<file path="src/rtl/cnt_pkg.sv">
package cnt_pkg;
  localparam int SLICE_W = 4;
  typedef logic [SLICE_W-1:0] nib_t;
endpackage

</file>
<file path="src/rtl/cnt_slice.sv">
module cnt_slice
  import cnt_pkg::*;
(
  input  logic clk,
  input  logic clr_n,
  input  logic ld_n,
  input  logic en_par,
  input  logic en_car,
  input  nib_t din,
  output nib_t q,
  output logic tc
);

  nib_t cnt_r;

  always_ff @(posedge clk) begin
    if (!clr_n)                cnt_r <= '0;
    else if (!ld_n)            cnt_r <= din;
    else if (en_par && en_car) cnt_r <= cnt_r + nib_t'(1);
  end

  assign q  = cnt_r;
  assign tc = en_car && (&cnt_r);

  AST_CLR_ZERO: assert property (@(posedge clk)
    !clr_n |=> (cnt_r == '0));
  AST_LOAD_COPY: assert property (@(posedge clk) disable iff (!clr_n)
    (clr_n && !ld_n) |=> (cnt_r == $past(din)));
  AST_STEP_ONE: assert property (@(posedge clk) disable iff (!clr_n)
    (clr_n && ld_n && en_par && en_car) |=> (cnt_r == nib_t'($past(cnt_r) + nib_t'(1))));
  AST_HOLD_IDLE: assert property (@(posedge clk) disable iff (!clr_n)
    (clr_n && ld_n && !(en_par && en_car)) |=> $stable(cnt_r));
  AST_WRAP_ZERO: assert property (@(posedge clk) disable iff (!clr_n)
    (clr_n && ld_n && en_par && en_car && (&cnt_r)) |=> (cnt_r == '0));

endmodule

</file>
<file path="src/rtl/cnt_wrap_det.sv">
module cnt_wrap_det #(
  parameter int WIDTH   = 8,
  parameter int MODULUS = 10
) (
  input  logic [WIDTH-1:0] q,
  input  logic             ld_n,
  input  logic             en_par,
  input  logic             en_car,
  output logic             wrap
);

  localparam logic [WIDTH-1:0] LAST = WIDTH'(MODULUS - 1);

  assign wrap = (q == LAST) && ld_n && en_par && en_car;

endmodule

</file>
<file path="src/rtl/cnt_chain.sv">
module cnt_chain
  import cnt_pkg::*;
#(
  parameter int SLICES  = 2,
  parameter bit MOD_ON  = 1'b0,
  parameter int MODULUS = 10
) (
  input  logic                        clk,
  input  logic                        clr_n,
  input  logic                        ld_n,
  input  logic                        en_par,
  input  logic                        en_car,
  input  logic [SLICES*SLICE_W-1:0]   din,
  output logic [SLICES*SLICE_W-1:0]   q,
  output logic                        tc
);

  localparam int WIDTH = SLICES * SLICE_W;
  localparam logic [WIDTH-1:0] LAST = WIDTH'(MODULUS - 1);

  logic [SLICES:0] carry;
  logic            slice_clr_n;

  generate
    if (MOD_ON) begin : g_mod
      logic wrap;
      cnt_wrap_det #(.WIDTH(WIDTH), .MODULUS(MODULUS)) u_det (
        .q(q), .ld_n(ld_n), .en_par(en_par), .en_car(en_car), .wrap(wrap)
      );
      assign slice_clr_n = clr_n && !wrap;

      AST_MOD_RETURN: assert property (@(posedge clk) disable iff (!clr_n)
        (ld_n && en_par && en_car && (q == LAST)) |=> (q == '0));
    end else begin : g_full
      assign slice_clr_n = clr_n;
    end
  endgenerate

  assign carry[0] = en_car;

  for (genvar i = 0; i < SLICES; i++) begin : g_slice
    cnt_slice u_slice (
      .clk   (clk),
      .clr_n (slice_clr_n),
      .ld_n  (ld_n),
      .en_par(en_par),
      .en_car(carry[i]),
      .din   (din[i*SLICE_W +: SLICE_W]),
      .q     (q[i*SLICE_W +: SLICE_W]),
      .tc    (carry[i+1])
    );
  end

  assign tc = carry[SLICES];

  AST_CHAIN_STEP: assert property (@(posedge clk) disable iff (!clr_n)
    (ld_n && en_par && en_car && !(MOD_ON && (q == LAST)))
      |=> (q == WIDTH'($past(q) + WIDTH'(1))));
  AST_TC_FULL: assert property (@(posedge clk) disable iff (!clr_n)
    tc |-> ((&q) && en_car));

endmodule

</file>
<file path="config.mk">
export PLATFORM = sky130hd
export DESIGN_NAME = cnt_chain
export DESIGN_NICKNAME = d
export VERILOG_FILES = /design/src/rtl/cnt_pkg.sv /design/src/rtl/cnt_slice.sv /design/src/rtl/cnt_wrap_det.sv /design/src/rtl/cnt_chain.sv
export SDC_FILE = /design/constraint.sdc
export NUM_CORES = 1
export LEC_CHECK = 0
export ABC_AREA = 1
export BUFFER_PORTS_ARGS = -buffer_cell sky130_fd_sc_hd__buf_4
export CAP_MARGIN = 20
export CORE_AREA = 2 2 39 41
export DETAILED_ROUTE_END_ITERATION = 12
export DIE_AREA = 0 0 41 43
export PLACE_DENSITY_LB_ADDON = 0.2
export SLEW_MARGIN = 20
export SYNTH_ARGS = -nofsm -noshare
export SYNTH_HDL_FRONTEND = slang
export SYNTH_SLANG_ARGS = --single-unit
</file>
<file path="constraint.sdc">
create_clock -name clk -period 1.2 [get_ports clk]
set_input_delay 0 -clock clk [delete_from_list [all_inputs] [get_ports clk]]
set_output_delay 0 -clock clk [all_outputs]
set_load 0.05 [all_outputs]
</file>
==> impl_metrics.ini, run 1 <==
[worst_setup_path]
timing.critical_path.to = tc
timing.critical_path.from_type = flip-flop
regToRegSetupSlack_ns = -0.01
setup.worst_path.start = g_slice[0].u_slice.q[0]
timing.reg2reg.worst_path_depth = 9
regToRegStartpoint = g_slice[0].u_slice.q[0]
cp_data_arrival_time_ns = 1.28
timing.rr.end = g_slice[1].u_slice.q[1]
crit_required_ns = 1.20
ws_path_type = flip-flop to output pin
worstPathMaxFanout = 3
timing.critical_path.to_type = output pin

[yosys]
synth-seq-area-share = 0.322
avgSynthCellArea_um2 = 6.54
netlist_top_cells_area = sky130_fd_sc_hd__dfxtp_1 32%, sky130_fd_sc_hd__nand2_1 17%, sky130_fd_sc_hd__nand3_1 6.0%
synthDominantAreaCellType = sky130_fd_sc_hd__dfxtp_1
postSynthCellCount = 76
synthesis.area_um2 = 497
distinct_cell_type_count_after_synthesis = 19
synth-warning-count = 0
netlist.area_leader.share = 0.322
mappedNetlistNets = 91
postSynthRegisterBits = 8

[routing]
via_count = 588
routedWlPerCell_um = 10.7
post_drt_antenna_nets = 0
iteration_0_drc_count_of_the_detailed_router = 9
drt_first_pass_iters = 3
viasPerCell = 4.74
route.detailed.drc = 0
detail_route.wirelength_mm = 1.33

[power_and_ir_drop]
ir_worst_vdd_mv = 0.636
power.density_cell_area_nw_per_um2 = 924
leakage_nw = 0.436

[clock_network]
ctsLongestPathBuffers = 2
clock_insertion_delay_worst_skew_ns = 0.26
cts.sink_count = 8
tritoncts_clock_tree = done
clock_tree.root_cell = sky130_fd_sc_hd__clkbuf_4
clock_tree.htree_level_count = 1
path_clk_slew_ns = 0.06
numCtsBuffers = 3

[timing]
report.final.setup_viol = 2
fin_setup_tns_ns = -0.0934
finalHoldWorstSlack_ns = 0.000867
tightestPinTransition_ns = 0.220
worst_skew_ns = 0.00203
final-max-slew-violation-count = 0
max_clock_freq_mhz = 779
hold_viol_final = 0
rsz0062_at_grt = yes
max_transition_margin = 0.852
layout_setup_ws_ns = -0.0839
period_share = 1.07
period_minus_slack_ns = 1.28

[final_layout]
area_delta_synth_final_pct = 71.3
nets = 124
drive_above_1_share = 0.500
antennaDiodeCount = 0
fin_util = 0.615
mostFrequentLayoutCells = 27 x sky130_fd_sc_hd__buf_4, 22 x sky130_fd_sc_hd__nand2_1, 7 x sky130_fd_sc_hd__inv_1, 6 x sky130_fd_sc_hd__nand3_1
layout.cells.most_common = sky130_fd_sc_hd__buf_4
largest_register_ffs = 8
final-instance-count-excl-fill = 124

[grt]
maximum_number_of_pins_on_one_net_before_global_route_repair = 10
gr-total-overflow = 0
gr-max-usage-layer = met2
grt_pass1_vias = 511
grt_pass1_wl_mm = 2.07
met1_usage = 0.235
gr-usage-met2 = 0.250
global_route.usage.total = 0.181
use_met3 = 0.0314
antenna_found_initial = 0

[min_path]
worst_hold_class = input port to flip-flop

[floorplan]
floorplan.die.width_um = 41
row_count = 14
die-height_um = 43
number_of_top_level_pins = 22
start_util = 0.359
floorplan.core_area_um2 = 1380
die-area_um2 = 1760

[placement]
buffer_ports.inserted = 21
gp_congestion = 0.816
dp.final_hpwl_um = 984
dp_cells = 113
post-place-ws_ns = 0.0253

[run_status]
status = finished with violations
failing_checks = negative setup slack

[run]
maxCapViolations = 0
-- worst min-delay path by stage --
| stage | endpoint | cells after the start | from |
|---|---|---|---|
| after floorplan | g_slice[1].u_slice.q[3] | 2 | clr_n |
| after global placement | g_slice[1].u_slice.q[3] | 3 | clr_n |
| after detailed placement | g_slice[1].u_slice.q[3] | 3 | clr_n |
| after CTS | g_slice[0].u_slice.q[1] | 3 | din[1] |
| after global routing | g_slice[0].u_slice.q[1] | 3 | din[1] |
| final | g_slice[0].u_slice.q[1] | 3 | din[1] |
-- synth_stat cells --
| library cell | count |
|---|---|
| sky130_fd_sc_hd__a21oi_1 | 2 |
| sky130_fd_sc_hd__a31oi_1 | 3 |
| sky130_fd_sc_hd__buf_6 | 1 |
| sky130_fd_sc_hd__dfxtp_1 | 8 |
| sky130_fd_sc_hd__ha_1 | 2 |
| sky130_fd_sc_hd__inv_1 | 8 |
| sky130_fd_sc_hd__inv_2 | 1 |
| sky130_fd_sc_hd__nand2_1 | 23 |
| sky130_fd_sc_hd__nand2_2 | 3 |
| sky130_fd_sc_hd__nand3_1 | 6 |
| sky130_fd_sc_hd__nand4_1 | 1 |
| sky130_fd_sc_hd__nor2_1 | 7 |
| sky130_fd_sc_hd__nor2_2 | 1 |
| sky130_fd_sc_hd__nor2_4 | 1 |
| sky130_fd_sc_hd__nor4_1 | 1 |
| sky130_fd_sc_hd__o21ai_0 | 4 |
| sky130_fd_sc_hd__o21ai_1 | 1 |
| sky130_fd_sc_hd__or2_2 | 2 |
| sky130_fd_sc_hd__xor2_1 | 1 |
-- routing by layer --
layer | vias up | share of wire
li1 | 310 | -
met2 | 16 | 0.45
met3 | 5 | 0.052
met4 | 0 | 0.035
met5 | - | 0
met1 | 257 | 0.46
-- report_power, final --
| group | leakage, nW | switching, mW | internal (mW) |
|---|---|---|---|
| registers | 0.0704 | 0.0221 | 0.283 |
| clock network | 0.0150 | 0.109 | 0.128 |
| logic | 0.351 | 0.143 | 0.100 |
-- worst max-delay path, cell delays in order (launching register included) --
cell and delay, ns:
sky130_fd_sc_hd__dfxtp_4 0.36, sky130_fd_sc_hd__ha_4 0.14, sky130_fd_sc_hd__nand2_4 0.05, sky130_fd_sc_hd__nor4_4 0.27, sky130_fd_sc_hd__buf_6 0.20
-- layout make-up --
type | count | area [um2]
timing repair buffer | 29 | 224
fill | 143 | 533
inverter | 9 | 33.8
sequential | 8 | 183
clock buffer | 4 | 26.3
tap | 16 | 20.0
multi-input combinational | 58 | 364
-- stage by stage --
step	power (mW)	area (um2)
6_report	0.786	851
5_1_grt	0.830	851
4_1_cts	0.787	828
3_5_place_dp	0.533	746
3_3_place_gp	0.531	746
2_1_floorplan	0.456	572
-- repair_timing --
| item | in CTS | in global routing |
|---|---|---|
| buffers inserted | 6 | 1 |
| endpoints found under the setup margin | 1 | 5 |
| resized for setup | 2 | 5 |
| cloned | 0 | 0 |
| endpoints found under the hold margin | 1 | 0 |
| hold buffers | 1 | 0 |
| pin swaps | 3 | 2 |
-- cells by family (layout without fill, tap and decap cells) --
kind of cell,Yosys count,in the layout,share of synthesized area
and+or+nand+nor,45,45,0.411
AOI/OAI and AO/OA,10,10,0.108
buffers and inverters,10,42,0.0907
DFF,8,8,0.322
adders and majority gates,2,2,0.0504
xor gates and xnor gates,1,1,0.0176
Power figures use the tool's default switching activity.
==> inputs of run 2 (changes only) <==
--- a/config.mk
+++ b/config.mk
@@ -11,7 +11,7 @@
 export CORE_AREA = 2 2 39 41
 export DETAILED_ROUTE_END_ITERATION = 12
 export DIE_AREA = 0 0 41 43
-export PLACE_DENSITY_LB_ADDON = 0.2
+export PLACE_DENSITY = 0.68
 export SLEW_MARGIN = 20
 export SYNTH_ARGS = -nofsm -noshare
 export SYNTH_HDL_FRONTEND = slang
==> impl_metrics.ini, run 2 (same netlist as run 1, synthesis figures left out) <==
[clock_network]
clock_tree.root_cell = sky130_fd_sc_hd__clkbuf_4
clock_tree.htree_level_count = 1
ctsLongestPathBuffers = 2
path_clk_slew_ns = 0.07
clock_insertion_delay_worst_skew_ns = 0.27
numCtsBuffers = 3
cts.sink_count = 8
tritoncts_clock_tree = done

[power_and_ir_drop]
leakage_nw = 0.414
ir_worst_vdd_mv = 0.551
power.density_cell_area_nw_per_um2 = 966
overall_power_consumption_uw = 781

[routing]
viasPerCell = 4.74
wl_met1_um = 594
met3_length_um = 93
met2_wirelength_um = 561
route.detailed.drc = 0
detail_route.wirelength_mm = 1.27
drt_first_pass_iters = 4
top_signal_layer_used = met4
iteration_0_drc_count_of_the_detailed_router = 20
via_count = 573
routedWlPerCell_um = 10.5
post_drt_antenna_nets = 0

[worst_setup_path]
worstPathMaxFanout = 3
timing.critical_path.buf_inv = 1
timing.critical_path.from_type = flip-flop
path_delay_family = flip-flops
cp_cell_sequence = ha_4 > nand2_4 > nor4_4 > buf_6
timing.critical_path.slowest_cell_delay_ns = 0.36
crit_required_ns = 1.20
regToRegSetupSlack_ns = 0.04
critical_path.slowest_cell = sky130_fd_sc_hd__dfxtp_4
cp_data_arrival_time_ns = 1.28
timing.critical_path.to_type = output pin
ws_path_type = flip-flop to output pin

[final_layout]
multi_input_area_um2 = 344
layout.cells.most_common = sky130_fd_sc_hd__buf_4
area_delta_synth_final_pct = 62.7
nets = 121
drive_above_1_share = 0.457
largest_register_ffs = 8
final-instance-count-excl-fill = 121
postLayoutCellArea_um2 = 808
antennaDiodeCount = 0
ff_latch_area_um2 = 183
fin_util = 0.584
mostFrequentLayoutCells = 24 x sky130_fd_sc_hd__buf_4, 22 x sky130_fd_sc_hd__nand2_1, 8 x sky130_fd_sc_hd__inv_1, 7 x sky130_fd_sc_hd__nor2_1, 6 x sky130_fd_sc_hd__nand3_1
fillerInstances = 139

[timing]
final-max-slew-violation-count = 0
max_transition_margin = 0.865
layout_setup_ws_ns = -0.0757
rsz0062_at_grt = yes
period_share = 1.06
tightestPinTransition_ns = 0.201
period_minus_slack_ns = 1.28
hold_viol_final = 0
worst_skew_ns = 0.00836
max_clock_freq_mhz = 784
report.final.setup_viol = 1

[run_status]
status = finished with violations
failing_checks = negative setup slack

[placement]
placed_cell_area_um2 = 746
dp.final_hpwl_um = 986
gp_congestion = 0.809
dp_cells = 113
buffer_ports.inserted = 21

[floorplan]
die-area_um2 = 1760
start_util = 0.359
die-height_um = 43
number_of_top_level_pins = 22
row_count = 14
floorplan.die.width_um = 41
floorplan.core_area_um2 = 1380

[grt]
grt_pass1_wl_mm = 1.99
antenna_found_initial = 0
gr-total-overflow = 0
global_route.usage.total = 0.172
maximum_number_of_pins_on_one_net_before_global_route_repair = 10
grt_pass1_vias = 491

[run]
maxCapViolations = 0

[min_path]
worst_hold_class = input port to flip-flop
[run 2: changes by cell type in the layout (fill, tap and decap cells not counted)]
cell / previous run / this run
sky130_fd_sc_hd__o21ai_0: 4 / 3
sky130_fd_sc_hd__nor2_2: 2 / 1
sky130_fd_sc_hd__nor2_4: 2 / 1
sky130_fd_sc_hd__inv_2: 2 / 1
sky130_fd_sc_hd__inv_1: 7 / 8
sky130_fd_sc_hd__nand2_4: 4 / 2
sky130_fd_sc_hd__nand2_2: 0 / 2
sky130_fd_sc_hd__buf_4: 27 / 24
sky130_fd_sc_hd__nor2_1: 5 / 7
sky130_fd_sc_hd__o21ai_1: 1 / 2
[run 2: layer usage]
layer | up-vias | global-route usage
li1 | 304 | -
met1 | 248 | 0.230
met2 | 19 | 0.238
met3 | 2 | 0.0314
met4 | 0 | 0.120
met5 | - | 0
[run 2: final timing paths]
check,depth (start not counted),endpoint,from
worst max-delay path,4,tc,g_slice[0].u_slice.q[0]
worst max register to register,7,g_slice[1].u_slice.q[1],g_slice[0].u_slice.q[0]
worst min register to register,1,g_slice[1].u_slice.q[0],g_slice[1].u_slice.q[0]
worst min-delay path,3,g_slice[0].u_slice.q[2],din[2]
[run 2: area by class of cell]
cell class | instances | area share
clock buffers | 4 | 0.0325
repair buffers | 26 | 0.249
well taps | 16 | 0.0248
inverters | 9 | 0.0418
multi-input cells | 58 | 0.426
flip-flops and latches | 8 | 0.226
[run 2: metrics by stage]
stage / setup TNS [ns] / setup slack [ns] / hold slack (ns)
after floorplan: -0.148 / -0.129 / 0.0976
after global placement: 0 / 0.0640 / 0.229
after detailed placement: 0 / 0.0527 / 0.232
after CTS: -0.0876 / -0.0876 / 0.00570
after global routing: -0.129 / -0.114 / 0.00865
final: -0.0757 / -0.0757 / 0.00815
[run 2: timing repair]
item / CTS / global route
buffers inserted: 3 / 1
setup endpoints to repair: 1 / 3
endpoints found under the hold margin: 1 / 0
pin swaps: 3 / 0
hold buffers: 1 / 0
resized for setup: 1 / 1
[run 2: report_power, final]
| part | leakage, nW | switching (mW) | internal [mW] |
|---|---|---|---|
| clock | 0.0150 | 0.113 | 0.128 |
| combinational | 0.329 | 0.135 | 0.0957 |
| sequential | 0.0704 | 0.0247 | 0.283 |
[run 2: tightest hold or removal path, stage by stage]
cell	delay [ns]
sky130_fd_sc_hd__buf_4	0.11
sky130_fd_sc_hd__nand2_1	0.05
sky130_fd_sc_hd__a31oi_1	0.07
